**src/rtl/irq_src_pkg.sv**
```systemverilog
package irq_src_pkg;
    localparam int PRIO_W = 8;
    localparam logic [PRIO_W-1:0] PRIO_MASKED = '1;

    // bit 3 masked-pending, bit 2 rejected, bit 1 sent, bit 0 asserted
    typedef struct packed {
        logic mpend;
        logic rejected;
        logic sent;
        logic asserted;
    } src_flags_t;

    typedef enum logic [1:0] {
        ST_IDLE  = 2'd0,
        ST_SCAN  = 2'd1,
        ST_OFFER = 2'd2
    } ctl_state_t;

    typedef enum logic [1:0] {
        CMD_WRITE   = 2'd0,
        CMD_READ    = 2'd1,
        CMD_DISABLE = 2'd2,
        CMD_ENABLE  = 2'd3
    } cfg_cmd_t;
endpackage

```
**src/rtl/irq_src_pick.sv**
```systemverilog
module irq_src_pick #(
    parameter int N     = 8,
    parameter int IDX_W = 3
) (
    input  logic [N-1:0]     req,
    output logic             any,
    output logic [IDX_W-1:0] idx
);
    always_comb begin
        any = |req;
        idx = '0;
        for (int i = N - 1; i >= 0; i--) begin
            if (req[i]) idx = IDX_W'(i);
        end
    end
endmodule

```
**src/rtl/irq_src_entry.sv**
```systemverilog
module irq_src_entry
    import irq_src_pkg::*;
#(
    parameter int SRV_W    = 4,
    parameter bit IS_LEVEL = 1'b0
) (
    input  logic              clk,
    input  logic              rst_n,
    input  logic              upd_en,
    input  logic [SRV_W-1:0]  upd_server,
    input  logic [PRIO_W-1:0] upd_prio,
    input  logic [PRIO_W-1:0] upd_saved,
    input  src_flags_t        upd_flags,
    input  logic              rej_hit,
    input  logic              eoi_hit,
    output logic [SRV_W-1:0]  server,
    output logic [PRIO_W-1:0] prio,
    output logic [PRIO_W-1:0] saved,
    output src_flags_t        flags
);
    logic [SRV_W-1:0]  server_d;
    logic [PRIO_W-1:0] prio_d, saved_d;
    src_flags_t        flags_d;

    // controller update first, presenter strobes applied on top
    always_comb begin
        server_d = server;
        prio_d   = prio;
        saved_d  = saved;
        flags_d  = flags;
        if (upd_en) begin
            server_d = upd_server;
            prio_d   = upd_prio;
            saved_d  = upd_saved;
            flags_d  = upd_flags;
        end
        if (rej_hit) begin
            flags_d.rejected = 1'b1;
            flags_d.sent     = 1'b0;
        end
        if (eoi_hit && IS_LEVEL) flags_d.sent = 1'b0;
    end

    always_ff @(posedge clk) begin
        if (!rst_n) begin
            server <= '0;
            prio   <= PRIO_MASKED;
            saved  <= PRIO_MASKED;
            flags  <= '0;
        end else begin
            server <= server_d;
            prio   <= prio_d;
            saved  <= saved_d;
            flags  <= flags_d;
        end
    end

    assert_reject_flags_R5: assert property (@(posedge clk) disable iff (!rst_n)
        rej_hit |=> (flags.rejected && !flags.sent));

    assert_eoi_level_R6: assert property (@(posedge clk) disable iff (!rst_n)
        (IS_LEVEL && eoi_hit) |=> !flags.sent);

    assert_eoi_msg_idle_R6: assert property (@(posedge clk) disable iff (!rst_n)
        (!IS_LEVEL && eoi_hit && !rej_hit && !upd_en) |=> $stable(flags));
endmodule

```
**src/rtl/irq_source_ctrl.sv**
```systemverilog
module irq_source_ctrl
    import irq_src_pkg::*;
#(
    parameter int                 NUM_SRC     = 8,
    parameter int                 SRC_BASE    = 16,
    parameter int                 SRC_NUM_W   = 8,
    parameter int                 NUM_SERVERS = 4,
    parameter int                 SRV_W       = 4,
    parameter logic [NUM_SRC-1:0] LEVEL_MASK  = 8'h0F
) (
    input  logic                 clk,
    input  logic                 rst_n,
    input  logic [NUM_SRC-1:0]   src_line,
    output logic                 offer_valid,
    input  logic                 offer_ready,
    output logic [SRC_NUM_W-1:0] offer_src,
    output logic [7:0]           offer_prio,
    output logic [SRV_W-1:0]     offer_server,
    input  logic                 pres_reject,
    input  logic                 pres_eoi,
    input  logic [SRC_NUM_W-1:0] pres_src,
    input  logic                 pres_resend,
    input  logic                 cfg_req,
    input  logic [1:0]           cfg_cmd,
    input  logic [SRC_NUM_W-1:0] cfg_src,
    input  logic [SRV_W-1:0]     cfg_server,
    input  logic [7:0]           cfg_prio,
    output logic                 cfg_ack,
    output logic                 cfg_err,
    output logic [SRV_W-1:0]     cfg_rd_server,
    output logic [7:0]           cfg_rd_prio
);
    localparam int IDX_W = (NUM_SRC > 1) ? $clog2(NUM_SRC) : 1;
    localparam logic [SRC_NUM_W-1:0] BASE_V = SRC_NUM_W'(SRC_BASE);
    localparam logic [IDX_W-1:0] LAST_IDX = IDX_W'(NUM_SRC - 1);

    function automatic logic num_ok(input logic [SRC_NUM_W-1:0] n);
        return (int'(n) >= SRC_BASE) && (int'(n) < SRC_BASE + NUM_SRC);
    endfunction

    function automatic logic [IDX_W-1:0] num_idx(input logic [SRC_NUM_W-1:0] n);
        logic [SRC_NUM_W-1:0] d;
        d = n - BASE_V;
        return d[IDX_W-1:0];
    endfunction

    // registered state
    ctl_state_t           state_q, state_d;
    logic [IDX_W-1:0]     scan_q, scan_d;
    logic                 ret_q, ret_d;
    logic                 resend_q, resend_d;
    logic [NUM_SRC-1:0]   hold_q, hold_d, hold_clr;
    logic [NUM_SRC-1:0]   line_q;
    logic                 ov_q, ov_d;
    logic [SRC_NUM_W-1:0] os_q, os_d;
    logic [PRIO_W-1:0]    op_q, op_d;
    logic [SRV_W-1:0]     osv_q, osv_d;
    logic                 ack_q, ack_d;
    logic                 err_q, err_d;
    logic [SRV_W-1:0]     rds_q, rds_d;
    logic [PRIO_W-1:0]    rdp_q, rdp_d;

    // per-source storage
    logic [SRV_W-1:0]  e_srv   [NUM_SRC];
    logic [PRIO_W-1:0] e_prio  [NUM_SRC];
    logic [PRIO_W-1:0] e_saved [NUM_SRC];
    src_flags_t        e_flags [NUM_SRC];

    // working copy of the selected source
    logic [IDX_W-1:0]  sel;
    logic              do_upd, chk_lvl, chk_mp, give, is_lvl;
    logic [SRV_W-1:0]  w_srv;
    logic [PRIO_W-1:0] w_prio, w_saved;
    src_flags_t        w_flags;

    logic [NUM_SRC-1:0] msg_trig, ev_req;
    logic               ev_any;
    logic [IDX_W-1:0]   ev_idx;
    logic               cfg_take;

    assign msg_trig = src_line & ~line_q & ~LEVEL_MASK;
    assign cfg_take = cfg_req && !ack_q;

    genvar gi;
    generate
        for (gi = 0; gi < NUM_SRC; gi++) begin : g_src
            assign ev_req[gi] = LEVEL_MASK[gi] ? (src_line[gi] ^ e_flags[gi].asserted)
                                               : hold_q[gi];
            irq_src_entry #(
                .SRV_W    (SRV_W),
                .IS_LEVEL (LEVEL_MASK[gi])
            ) u_entry (
                .clk        (clk),
                .rst_n      (rst_n),
                .upd_en     (do_upd && (sel == IDX_W'(gi))),
                .upd_server (w_srv),
                .upd_prio   (w_prio),
                .upd_saved  (w_saved),
                .upd_flags  (w_flags),
                .rej_hit    (pres_reject && num_ok(pres_src) && (num_idx(pres_src) == IDX_W'(gi))),
                .eoi_hit    (pres_eoi && num_ok(pres_src) && (num_idx(pres_src) == IDX_W'(gi))),
                .server     (e_srv[gi]),
                .prio       (e_prio[gi]),
                .saved      (e_saved[gi]),
                .flags      (e_flags[gi])
            );
        end
    endgenerate

    irq_src_pick #(.N(NUM_SRC), .IDX_W(IDX_W)) u_pick (
        .req (ev_req),
        .any (ev_any),
        .idx (ev_idx)
    );

    // next-state and per-source work
    always_comb begin
        state_d  = state_q;
        scan_d   = scan_q;
        ret_d    = ret_q;
        resend_d = resend_q | pres_resend;
        hold_clr = '0;
        ov_d  = ov_q;
        os_d  = os_q;
        op_d  = op_q;
        osv_d = osv_q;
        ack_d = 1'b0;
        err_d = err_q;
        rds_d = rds_q;
        rdp_d = rdp_q;
        do_upd  = 1'b0;
        chk_lvl = 1'b0;
        chk_mp  = 1'b0;
        give    = 1'b0;

        unique case (state_q)
            ST_IDLE: sel = cfg_take ? num_idx(cfg_src) : ev_idx;
            ST_SCAN: sel = scan_q;
            default: sel = '0;
        endcase

        w_srv   = e_srv[sel];
        w_prio  = e_prio[sel];
        w_saved = e_saved[sel];
        w_flags = e_flags[sel];
        is_lvl  = LEVEL_MASK[sel];

        unique case (state_q)
            ST_IDLE: begin
                ret_d = 1'b0;
                if (cfg_take) begin
                    ack_d = 1'b1;
                    err_d = !num_ok(cfg_src) ||
                            ((cfg_cmd == CMD_WRITE) && (int'(cfg_server) >= NUM_SERVERS));
                    if (!err_d) begin
                        unique case (cfg_cmd)
                            CMD_WRITE: begin
                                w_srv   = cfg_server;
                                w_prio  = cfg_prio;
                                w_saved = cfg_prio;
                            end
                            CMD_READ: begin
                                rds_d = w_srv;
                                rdp_d = w_prio;
                            end
                            CMD_DISABLE: begin
                                w_saved = w_prio;
                                w_prio  = PRIO_MASKED;
                            end
                            default: begin
                                w_prio = w_saved;
                            end
                        endcase
                        if (cfg_cmd != CMD_READ) begin
                            do_upd  = 1'b1;
                            chk_lvl = is_lvl;
                            chk_mp  = !is_lvl;
                        end
                    end
                end else if (resend_q) begin
                    state_d  = ST_SCAN;
                    scan_d   = '0;
                    resend_d = pres_resend;
                end else if (ev_any) begin
                    do_upd = 1'b1;
                    if (is_lvl) begin
                        w_flags.asserted = src_line[sel];
                        chk_lvl = 1'b1;
                    end else begin
                        hold_clr[sel] = 1'b1;
                        if (w_prio == PRIO_MASKED) w_flags.mpend = 1'b1;
                        else                       give = 1'b1;
                    end
                end
            end
            ST_SCAN: begin
                do_upd = 1'b1;
                if (is_lvl) begin
                    chk_lvl = 1'b1;
                end else if (w_flags.rejected) begin
                    w_flags.rejected = 1'b0;
                    give = (w_prio != PRIO_MASKED);
                end
                ret_d   = (scan_q != LAST_IDX);
                state_d = (scan_q == LAST_IDX) ? ST_IDLE : ST_SCAN;
                scan_d  = (scan_q == LAST_IDX) ? scan_q : scan_q + IDX_W'(1);
            end
            ST_OFFER: begin
                if (offer_ready) begin
                    ov_d    = 1'b0;
                    state_d = ret_q ? ST_SCAN : ST_IDLE;
                end
            end
            default: state_d = ST_IDLE;
        endcase

        if (chk_lvl && (w_prio != PRIO_MASKED) && w_flags.asserted && !w_flags.sent) begin
            w_flags.sent = 1'b1;
            give = 1'b1;
        end
        if (chk_mp && w_flags.mpend && (w_prio != PRIO_MASKED)) begin
            w_flags.mpend = 1'b0;
            give = 1'b1;
        end
        if (give) begin
            ov_d    = 1'b1;
            os_d    = BASE_V + SRC_NUM_W'(sel);
            op_d    = w_prio;
            osv_d   = w_srv;
            state_d = ST_OFFER;
        end
        hold_d = (hold_q & ~hold_clr) | msg_trig;
    end

    // state register
    always_ff @(posedge clk) begin
        if (!rst_n) begin
            state_q  <= ST_IDLE;
            scan_q   <= '0;
            ret_q    <= 1'b0;
            resend_q <= 1'b0;
            hold_q   <= '0;
            line_q   <= '0;
            ov_q     <= 1'b0;
            os_q     <= '0;
            op_q     <= PRIO_MASKED;
            osv_q    <= '0;
            ack_q    <= 1'b0;
            err_q    <= 1'b0;
            rds_q    <= '0;
            rdp_q    <= PRIO_MASKED;
        end else begin
            state_q  <= state_d;
            scan_q   <= scan_d;
            ret_q    <= ret_d;
            resend_q <= resend_d;
            hold_q   <= hold_d;
            line_q   <= src_line;
            ov_q     <= ov_d;
            os_q     <= os_d;
            op_q     <= op_d;
            osv_q    <= osv_d;
            ack_q    <= ack_d;
            err_q    <= err_d;
            rds_q    <= rds_d;
            rdp_q    <= rdp_d;
        end
    end

    // outputs
    always_comb begin
        offer_valid   = ov_q;
        offer_src     = os_q;
        offer_prio    = op_q;
        offer_server  = osv_q;
        cfg_ack       = ack_q;
        cfg_err       = err_q;
        cfg_rd_server = rds_q;
        cfg_rd_prio   = rdp_q;
    end

    assert_offer_hold_R10: assert property (@(posedge clk) disable iff (!rst_n)
        (offer_valid && !offer_ready) |=>
            (offer_valid && $stable(offer_src) && $stable(offer_prio) && $stable(offer_server)));

    assert_no_masked_offer_R2: assert property (@(posedge clk) disable iff (!rst_n)
        offer_valid |-> (offer_prio != PRIO_MASKED));

    assert_ack_pulse_R12: assert property (@(posedge clk) disable iff (!rst_n)
        cfg_ack |=> !cfg_ack);

    assert_offer_range_R3: assert property (@(posedge clk) disable iff (!rst_n)
        offer_valid |-> num_ok(offer_src));
endmodule

```
**config.mk**
```make
export PLATFORM = sky130hd
export DESIGN_NAME = irq_source_ctrl
export DESIGN_NICKNAME = d
export VERILOG_FILES = /design/src/rtl/irq_src_pkg.sv /design/src/rtl/irq_src_pick.sv /design/src/rtl/irq_src_entry.sv /design/src/rtl/irq_source_ctrl.sv
export SDC_FILE = /design/constraint.sdc
export NUM_CORES = 1
export LEC_CHECK = 0
export ABC_AREA = 1
export BUFFER_PORTS_ARGS = -buffer_cell sky130_fd_sc_hd__buf_2
export CORE_MARGIN = 2
export CORE_UTILIZATION = 40
export CTS_CLUSTER_DIAMETER = 50
export DETAILED_ROUTE_END_ITERATION = 6
export PLACE_DENSITY = 0.63
export SKIP_CTS_REPAIR_TIMING = 1
export SYNTH_ARGS = -nofsm -noshare
export SYNTH_HDL_FRONTEND = slang
export SYNTH_HIERARCHICAL = 1
export SYNTH_SLANG_ARGS = --single-unit
```
**constraint.sdc**
```tcl
create_clock -name clk -period 3.17 [get_ports clk]
set_input_delay 0.317 -clock clk [delete_from_list [all_inputs] [get_ports clk]]
set_output_delay 0.317 -clock clk [all_outputs]
set_load 0.02 [all_outputs]
```
==> After elaboration in Yosys (flattened, before gate mapping) <==
Memory sizes are Yosys's and may differ from the RTL's.
Cells that the tools add are included.
{ "totals": {"reg_bits": 250, "romBits": 8, "in_bits": 45, "word_cells": 318, "memories": 1} }
{ "memory_table": {"columns": ["name", "depth", "width", "read_ports", "rd_clocked_by_memory_dff", "wr", "line", "source"], "rows": [
  ["(name not given)", 8, 1, 1, 0, 0, "irq_source_ctrl.sv:146", "is_lvl = LEVEL_MASK[sel];"]
]} }
{ "op_classes": {"add_sub_neg": 4, "magnitude_cmp": 8, "n_eq_ne": 31, "muxes": 121, "bitwise_logic": 13, "n_reduce_logical": 69} }
{ "ops": {"columns": ["op", "count"], "rows": [
  ["8-bit two-way mux", 15],
  ["3-bit two-way mux", 20],
  ["1-bit two-way mux", 51],
  ["8-bit binary-select mux with 3-bit select", 2],
  ["1-bit logical AND", 32],
  ["4-bit two-way mux", 8],
  ["3-bit == test (second input constant)", 9],
  ["4-bit binary-select mux with 3-bit select", 2],
  ["2-bit two-way mux", 12],
  ["8-bit one-hot mux with 3 select lines", 1],
  ["2-bit nonzero test", 11],
  ["8-bit bitwise AND", 2],
  ["8-bit by 5-bit greater-or-equal comparator with 1-bit output (second input constant)", 2],
  ["8-bit by 5-bit < comparator with 1-bit output (second input constant)", 2],
  ["8-bit inequality test (second input constant)", 2],
  ["8-bit inverter", 2],
  ["8-bit one-hot mux with 2 select lines", 1],
  ["3-bit by 2-bit == test with 1-bit output (second input constant)", 4],
  ["3-bit inequality test (second input constant)", 4],
  ["3-bit one-hot mux with 2 select lines", 2],
  ["3-bit OR reduction", 4],
  ["2-bit OR reduction", 5],
  ["8-bit == test (second input constant)", 1],
  ["2-bit inequality test (second input constant)", 4],
  ["other kinds (28)", 48]
]} }

==> Depth between registers and ports, before layout <==
Gate-level depths: netlist of run 1.
{ "depth": {"ltp_word": 26, "ltp_mapped": 27} }

==> Modules after synthesis <==
Netlist of run 1, hierarchy kept.
{ "by_module_without_submodules": {"columns": ["mod", "instances", "cells_each", "area_per_inst_um2", "seq_area_each_um2"], "rows": [
  ["irq_source_ctrl", 1, 857, 4684.5, 920.9],
  ["irq_src_entry at g_src[0].u_entry ...", 4, 111, 919.6, 480.5],
  ["irq_src_entry at g_src[4].u_entry ...", 4, 110, 917.1, 480.5],
  ["irq_src_pick", 1, 22, 98.8, 0.0]
]} }

==> Worst setup path before layout of run 1 <==
OpenSTA, ideal clock, no wires.
{ "synth_timing": {"kind": "register to register", "start": "register g_src[3].u_entry/flags[0] in the netlist's numbering", "end": "register g_src[0].u_entry/flags[3] in the netlist's numbering", "setup_time_ps": 64, "t_arrival_ps": 2970, "slack_ps": 135, "stages_incl_launch_ff": 22, "path_cell_list": "dfxtp_1 xor2_1 inv_1 nand2_1 nand2_1 a21oi_1 nand3_1 nand3_4 buf_6 buf_6 nand2_1 nand2_1 nand2_1 nand3_1 nand3_1 nand3_1 nand2_1 nor2_2 nand3_4 a22oi_1 nor2_2 nor2_1"} }
{ "synth_lines": {"columns": ["element", "line", "source"], "rows": [
  ["start: declaration", "irq_src_entry.sv:19", "output src_flags_t flags"],
  ["start signal: assignment", "irq_src_entry.sv:54", "flags <= flags_d;"],
  ["end signal: assignment", "irq_src_entry.sv:54", null],
  ["end: declaration", "irq_src_entry.sv:19", null]
]} }

==> Worst setup path in the final report of run 1 <==
{ "layout_timing": {"start": "register hold_q[6]", "end": "register os_q[4], in the netlist offer_src[4]"} }
{ "layout_between": {"elab_chain_cells": 23, "elab_cells_between_ends": 71} }
{ "layout_rtl": {"columns": ["element", "line", "source"], "rows": [
  ["start: declaration", "irq_source_ctrl.sv:52", "logic [NUM_SRC-1:0] hold_q, hold_d, hold_clr;"],
  ["start signal: assignment", "irq_source_ctrl.sv:257", "hold_q <= hold_d;"],
  ["3-bit two-way mux * (7 in series)", "irq_src_pick.sv:13", "if (req[i]) idx = IDX_W'(i);"],
  ["net ev_idx[0]", "irq_source_ctrl.sv:78", "logic [IDX_W-1:0] ev_idx;"],
  ["3-bit two-way mux *", "irq_source_ctrl.sv:137", "ST_IDLE: sel = cfg_take ? num_idx(cfg_src) : ev_idx;"],
  ["3-bit one-hot mux with 2 select lines *", "irq_source_ctrl.sv:136", "unique case (state_q)"],
  ["3-bit inverter with 4-bit output (not written as such) *", "irq_source_ctrl.sv:143, irq_source_ctrl.sv:144", null],
  ["8-bit binary-select mux with 3-bit select (on tied branches)", "irq_source_ctrl.sv:144, irq_source_ctrl.sv:143", null],
  ["8-bit two-way mux (on tied branches) (2 in series)", "irq_source_ctrl.sv:144, irq_source_ctrl.sv:143", null],
  ["8-bit one-hot mux with 3 select lines", "irq_source_ctrl.sv:156", "unique case (cfg_cmd)"],
  ["8-bit two-way mux", "irq_source_ctrl.sv:155", "if (!err_d) begin"],
  ["8-bit two-way mux", "irq_source_ctrl.sv:151", "if (cfg_take) begin"],
  ["8-bit two-way mux *", "irq_source_ctrl.sv:148", "unique case (state_q)"],
  ["net w_prio[5]", "irq_source_ctrl.sv:73", "logic [PRIO_W-1:0] w_prio, w_saved;"],
  ["8-bit inequality test *", "irq_source_ctrl.sv:217, irq_source_ctrl.sv:221", null],
  ["1-bit logical AND (3 in series)", "irq_source_ctrl.sv:217", "if (chk_lvl && (w_prio != PRIO_MASKED) && w_flags.asserted && !w_flags.sent) begin"],
  ["1-bit two-way mux", "irq_source_ctrl.sv:217", null],
  ["1-bit two-way mux *", "irq_source_ctrl.sv:221", "if (chk_mp && w_flags.mpend && (w_prio != PRIO_MASKED)) begin"],
  ["end signal: assignment", "irq_source_ctrl.sv:260", "os_q <= os_d;"],
  ["end: declaration", "irq_source_ctrl.sv:55", "logic [SRC_NUM_W-1:0] os_q, os_d;"]
]} }
Mark *: on every way through the listed nets, which the timed path passes. The rest lies on a longest branch. The select of a mux whose other input is x is not followed.
A chain may end at the register's enable or synchronous reset.

==> metrics.md, run 1 <==
| Metric | Value |
|---|---|
| Path category of the worst min-delay check | `in2reg` |
| Ratio of routed vias to standard cells | `5.25` |
| Post-layout total power | `15.3 mW` |
| Critical path startpoint | `hold_q[6]` |
| Post-layout min period | `3.13 ns` |
| Aggregate global-route resource usage | `23.9%` |
| Detail Route Antenna Nets | `0` |
| Total stage count of the critical path | `27` |
| Actual slew at the worst max-slew pin | `1.06 ns` |
| RSZ-0062 raised after global routing | `yes` |
| Area enclosed by the die boundary | `0.0317 sq mm` |
| Syn Area/Cell | `6.89 sq um` |
| Area of combinational cells with multiple inputs | `0.00614 sq mm` |
| Source-to-sink clock delay at the later pin of the worst-skew pair | `0.55 ns` |
| Final count of negative-setup-slack endpoints | `0` |
| Number of primary I/O pins | `80` |
| Maximum number of pins on one net before global-route repair | `146` |
| Clock transition at the registers of the reported paths | `0.06 ns` |
| Total number of yosys warnings | `6` |
| Number of H-tree levels | `1` |
| Result of the run | `complete, but fails checks` |
| Num rows | `63` |
| Areal power density over the cells | `1040 mW/mm^2` |
| Antenna diode count | `0` |
| Clock tree from TritonCTS | `done` |
| Post-route clock period utilization | `98.7%` |
| Vias in the first global route | `10900` |
| Pins over their slew limit | `0` |
| Netlist area before placement | `0.0121 sq mm` |
| Area used by sequential logic in the layout | `0.00477 sq mm` |
| VDD IR max | `0.550 mV` |
| Final routed wire length divided by cell count | `17.6 um` |
| Fraction of layout cells with a size suffix above 1 | `20.7%` |
| Standard cell with the maximum stage delay on the critical path | `sky130_fd_sc_hd__dfxtp_2` |
| CTS Root Cell | `sky130_fd_sc_hd__clkbuf_16` |
| Launch point of the worst reg-to-reg path | `hold_q[6]` |
| Cts bufs inserted | `28` |
| Cell class contributing the biggest share of worst-path delay | `simple AND/OR/NAND/NOR gates` |
| Post-route DRC violation count | `1` |
| Number of fill cells in the layout | `2879` |
| Slew HR | `28.5%` |
| Standard cell core area | `0.0297 sq mm` |
| Inst Count DP | `2226` |
| Violations in the final reports | `design-rule violations` |
| Kind of end point of the critical path | `flop` |
| Non-Filler Instances | `2307` |
| Worst Path Max Fanout | `8` |
| Top library cells by usage in the layout, fill and taps aside | `615 x sky130_fd_sc_hd__nand2_1, 233 x sky130_fd_sc_hd__dfxtp_1, 217 x sky130_fd_sc_hd__nand3_1` |
| Number of buffer cells added on primary ports | `75` |
| WL final | `40.6 mm` |
| Element type at the critical path start | `flop` |
| Worst Path Class, Setup | `reg2reg` |
| Slowest cell delay on critical path | `0.34 ns` |
| Worst flop-to-flop path endpoint | `offer_src[4]` |
| R2R setup slack | `0.04 ns` |
| Final Hold Fails | `0` |
| Required time worst endpoint | `3.61 ns` |
| Worst reg2reg path depth | `27` |
| Post-Route Utilization | `49.6%` |
| DIE HEIGHT | `178 um` |
| Worst setup endpoint | `offer_src[4]` |
| Post-detailed-placement half-perimeter wirelength | `25.3 mm` |
| First-pass GRT wire length | `59.5 mm` |
| Placer congestion estimate | `0.923` |
| WHS | `0.00184 ns` |
| X dimension of the die | `178 um` |
| Final global-route overflow total | `0` |
| Routed via count | `12100` |
| Pleak | `7.61 nW` |
| Cell mode on critical path | `sky130_fd_sc_hd__nand2_1` |
| Total number of nets in the final design | `1942` |
| Gate count of the mapped netlist | `1759` |
| Fmax | `320 MHz` |
| Max-cap violations | `0` |
| Count of buffering cells on the critical path with inverters included | `6` |
| Crit path DAT | `3.57 ns` |
| Leading cell type in the layout, fill and taps excluded | `sky130_fd_sc_hd__nand2_1` |
| Violation count after the first detailed-routing iteration | `1108` |
| Antenna violations before repair | `0` |
| Maximum clock path buffer count | `3` |
| Starting utilization of the core area | `40.8%` |
| Length of the first detailed-routing pass in iterations | `7` |
| Post-synthesis to final-layout area growth | `21.8%` |
| Clk sinks | `238` |
| Clock skew after layout | `0.0218 ns` |
## layout make-up
cell class	count	share of cell area [%]
Clock buffer	35	5.34
Clock inverter	17	1.24
Inverter	138	3.97
Multi-Input combinational cell	1287	41.6
Sequential cell	238	32.3
Tap cell	390	3.31
Timing Repair Buffer	202	12.2
## sequential cells by signal, summed over array words and instances (netlist names), 3 cells and up
signal,count
offer_prio,8
g_src.u_entry/flags,32
scan_q,3
cfg_rd_server,4
hold_q,4
cfg_rd_prio,8
g_src.u_entry/prio,64
offer_server,4
g_src.u_entry/server,32
offer_src,4
g_src.u_entry/saved,64
line_q,4
## power by group
| group | switching, mW | internal, mW |
|---|---|---|
| Clock | 1.36 | 2.02 |
| Sequential | 0.362 | 3.64 |
| Combinational | 4.99 | 2.95 |
| Total | 6.72 | 8.62 |
## through the flow
stage / TNS [ns] / area [sq um] / setup slack (ns)
detailed placement: -1.58 / 13100 / -0.0983
global route: -2.83 / 14800 / -0.122
finish: 0 / 14800 / 0.0426
CTS: -0.0135 / 14000 / -0.00991
global placement: -0.322 / 13100 / -0.0590
floorplan: 0 / 12100 / 0.135
## worst min-delay path by stage
stage                            from   endpoint  slack, ns  depth (start not counted)
final                     src_line[6]  line_q[6]      0.002                          3
after global routing      src_line[5]  line_q[5]      0.009                          3
after global placement      line_q[6]  hold_q[6]       0.40                          1
after detailed placement    line_q[4]  hold_q[4]       0.41                          1
after floorplan             line_q[4]  hold_q[4]       0.40                          1
after CTS                 pres_resend   resend_q      -0.03                          3
## per-layer routing
layer  global-route usage, %  share of wire, %  vias to the layer above
li1                        -                 -                     5876
met1                    31.5                43                     5662
met2                    39.4                46                      477
met3                    3.60               7.2                      107
met4                    8.91               3.7                        0
met5                       0                 0                        -
## worst reg2reg max path, cell delays in order, from the launching register on
cell and delay, ns:
sky130_fd_sc_hd__dfxtp_2 0.34, sky130_fd_sc_hd__inv_1 0.04, sky130_fd_sc_hd__nand2_1 0.05, sky130_fd_sc_hd__nand2_1 0.05
sky130_fd_sc_hd__nand2_1 0.07, sky130_fd_sc_hd__nand2_1 0.05, sky130_fd_sc_hd__nand2_1 0.07, sky130_fd_sc_hd__a21oi_2 0.08
sky130_fd_sc_hd__nand3_2 0.15, sky130_fd_sc_hd__nand3_4 0.11, sky130_fd_sc_hd__buf_6 0.16, sky130_fd_sc_hd__buf_12 0.12
sky130_fd_sc_hd__clkbuf_16 0.15, sky130_fd_sc_hd__nand2_1 0.06, sky130_fd_sc_hd__o21ai_0 0.10, sky130_fd_sc_hd__nand2_1 0.09
sky130_fd_sc_hd__nand3_2 0.09, sky130_fd_sc_hd__nand2_4 0.11, sky130_fd_sc_hd__nand2_2 0.06, sky130_fd_sc_hd__nand3_2 0.11
sky130_fd_sc_hd__nand2_2 0.08, sky130_fd_sc_hd__nor2_4 0.13, sky130_fd_sc_hd__nand3_4 0.13, sky130_fd_sc_hd__nand3_4 0.16
sky130_fd_sc_hd__nand3_4 0.12, sky130_fd_sc_hd__buf_6 0.16, sky130_fd_sc_hd__o21ai_1 0.14, sky130_fd_sc_hd__inv_1 0.05
No activity file was read; power rests on OpenSTA's default activity.
==> run 2, diff against run 1 <==
- CORE_MARGIN: 2 -> 1.5
- TNS_END_PERCENT: not set -> 20
==> run 2 against run 1 <==
The run ends with negative hold slack left. Clock skew decreased by 0.0027 ns. Critical path depth decreased by 4. Power decreased by 2.8%. Via count decreased by 0.49%. Sequential share of layout area increased by 0.12 points. Global-route usage about the same. Clock power decreased by 7.7%. Routed wire length decreased by 3.0%. Sequential power about the same. Clock-buffer cell count increased by 5.
==> metrics.md, run 2 (synthesis gave the netlist of run 1 again) <==
| Metric | Value |
|---|---|
| Result of the run | `complete, but fails checks` |
| Violations in the final reports | `negative hold slack` |
| Violation count after the first detailed-routing iteration | `1363` |
| Length of the first detailed-routing pass in iterations | `5` |
| Clock transition at the registers of the reported paths | `0.06 ns` |
| Worst flop-to-flop path endpoint | `offer_prio[4]` |
| Number of fill cells in the layout | `2901` |
| HP Start | `pres_resend` |
| Actual slew at the worst max-slew pin | `0.880 ns` |
| Post-place setup slack | `-0.163 ns` |
| Largest registers ranked by flip-flop count | `g_src.u_entry/prio x64, g_src.u_entry/saved x64` |
| Leading cell type in the layout, fill and taps excluded | `sky130_fd_sc_hd__nand2_1` |
| Clk sinks | `238` |
| Number of primary I/O pins | `80` |
| Crit path DAT | `3.55 ns` |
| Element type at the critical path start | `flop` |
| Final count of negative-setup-slack endpoints | `0` |
| Kind of end point of the critical path | `flop` |
| R2R setup slack | `0.008 ns` |
| Area of combinational cells with multiple inputs | `0.00622 sq mm` |
| Non-Filler Instances | `2310` |
| Source-to-sink clock delay at the later pin of the worst-skew pair | `0.55 ns` |
| Antenna diode count | `0` |
| Inst Count DP | `2231` |
| Launch point of the worst reg-to-reg path | `g_src[3].u_entry/flags[0]` |
| Worst Path Class, Setup | `reg2reg` |
| Num rows | `63` |
| Routed via count | `12100` |
| Area enclosed by the die boundary | `0.0313 sq mm` |
| Slew HR | `41.3%` |
| Post-Place Cell Area | `0.0131 sq mm` |
| Post-route clock period utilization | `99.8%` |
| Number of buffer cells added on primary ports | `75` |
| Post-layout total power | `14.9 mW` |
| Clock skew after layout | `0.0191 ns` |
| Placer congestion estimate | `0.894` |
| Destination of the worst hold path | `resend_q` |
| Top library cells by usage in the layout, fill and taps aside | `612 x sky130_fd_sc_hd__nand2_1, 237 x sky130_fd_sc_hd__dfxtp_1, 215 x sky130_fd_sc_hd__nand3_1` |
| Max-cap violations | `0` |
| RSZ-0062 raised after global routing | `yes` |
| Final Cell Area | `0.0147 sq mm` |
| WL final | `39.4 mm` |
| Post-synthesis to final-layout area growth | `21.2%` |
| Worst reg2reg path depth | `23` |
| Worst Path Max Fanout | `10` |
| Maximum clock path buffer count | `3` |
| Fmax | `316 MHz` |
| CTS Root Cell | `sky130_fd_sc_hd__clkbuf_16` |
| Final global-route overflow total | `0` |
| Fraction of layout cells with a size suffix above 1 | `20.9%` |
| Post-route DRC violation count | `0` |
| WHS | `-0.0176 ns` |
| Detail Route Antenna Nets | `0` |
| Areal power density over the cells | `1010 mW/mm^2` |
| First-pass GRT wire length | `59.6 mm` |
| Area used by sequential logic in the layout | `0.00477 sq mm` |
| Setup tns final | `0 ns` |
| Number of H-tree levels | `1` |
| Final Hold Fails | `4` |
| Post-layout min period | `3.16 ns` |
| Final routed wire length divided by cell count | `17.1 um` |
| Post-Route Utilization | `49.4%` |
| Number of cells traversed by the worst hold path | `3` |
| Standard cell core area | `0.0297 sq mm` |
| Ratio of routed vias to standard cells | `5.22` |
| Post-detailed-placement half-perimeter wirelength | `24.8 mm` |
| Maximum number of pins on one net before global-route repair | `128` |
| Path category of the worst min-delay check | `in2reg` |
| Pins over their slew limit | `0` |
| Required time worst endpoint | `3.55 ns` |
| Starting utilization of the core area | `40.8%` |
| Pleak | `7.54 nW` |
| Total number of nets in the final design | `1948` |
| Cts bufs inserted | `27` |
| Minimum setup slack in the final design | `0.00777 ns` |
| Clock tree from TritonCTS | `done` |
| Vias in the first global route | `11100` |
| Antenna violations before repair | `0` |
| VDD IR max | `0.613 mV` |
| X dimension of the die | `177 um` |
| Aggregate global-route resource usage | `23.9%` |
| DIE HEIGHT | `177 um` |
-- run 2: report_power, final --
group / leakage (nW) / internal (mW) / total [mW] / switching, mW
logic: 5.17 / 2.87 / 7.79 / 4.91
clock network: 0.429 / 1.85 / 3.12 / 1.27
registers: 1.94 / 3.64 / 4.00 / 0.353
-- run 2: how the worst max path moves through the flow --
stage	start	endpoint	slack [ns]	depth (start not counted)
after floorplan	g_src[3].u_entry/flags[0]	g_src[0].u_entry/flags[3]	0.14	21
after global placement	src_line[0]	g_src[7].u_entry/flags[3]	-0.11	22
after detailed placement	src_line[2]	g_src[2].u_entry/flags[3]	-0.16	22
after CTS	g_src[3].u_entry/flags[0]	offer_prio[2]	-0.13	23
after global routing	g_src[3].u_entry/flags[0]	offer_prio[4]	-0.24	23
final	g_src[3].u_entry/flags[0]	offer_prio[4]	0.008	23
-- run 2: layer usage --
metal	global-route usage, %	up-vias	wire length (um)
met5	0	-	0
met4	6.29	0	902
met3	2.81	71	2660
met2	40.1	452	18300
met1	32.4	5663	17500
li1	-	5877	-
-- run 2: critical path: stages (launching register included) --
cell,delay (ns)
sky130_fd_sc_hd__dfxtp_2,0.34
sky130_fd_sc_hd__xor2_1,0.15
sky130_fd_sc_hd__inv_1,0.07
sky130_fd_sc_hd__nand2_1,0.08
sky130_fd_sc_hd__nand2_2,0.06
sky130_fd_sc_hd__a21oi_4,0.20
sky130_fd_sc_hd__nand3_4,0.12
sky130_fd_sc_hd__nand3_4,0.25
sky130_fd_sc_hd__buf_6,0.15
sky130_fd_sc_hd__clkbuf_16,0.14
sky130_fd_sc_hd__o21ai_1,0.06
sky130_fd_sc_hd__nand2_1,0.07
sky130_fd_sc_hd__nand3_2,0.07
sky130_fd_sc_hd__nand2_2,0.11
sky130_fd_sc_hd__nand2_2,0.08
sky130_fd_sc_hd__nor2_4,0.20
sky130_fd_sc_hd__nand3_4,0.11
sky130_fd_sc_hd__a21oi_4,0.21
sky130_fd_sc_hd__nand2_4,0.10
sky130_fd_sc_hd__nand2_4,0.10
sky130_fd_sc_hd__nor2_8,0.06
sky130_fd_sc_hd__buf_12,0.14
sky130_fd_sc_hd__nand2_1,0.06
sky130_fd_sc_hd__nand3_1,0.06
-- run 2: final cells by class --
class | count | area share [%]
Multi-Input combinational cell | 1287 | 42.4
Sequential cell | 238 | 32.5
Timing Repair Buffer | 209 | 11.9
Clock buffer | 40 | 5.27
Inverter | 138 | 4.01
Tap cell | 390 | 3.32
Clock inverter | 8 | 0.699
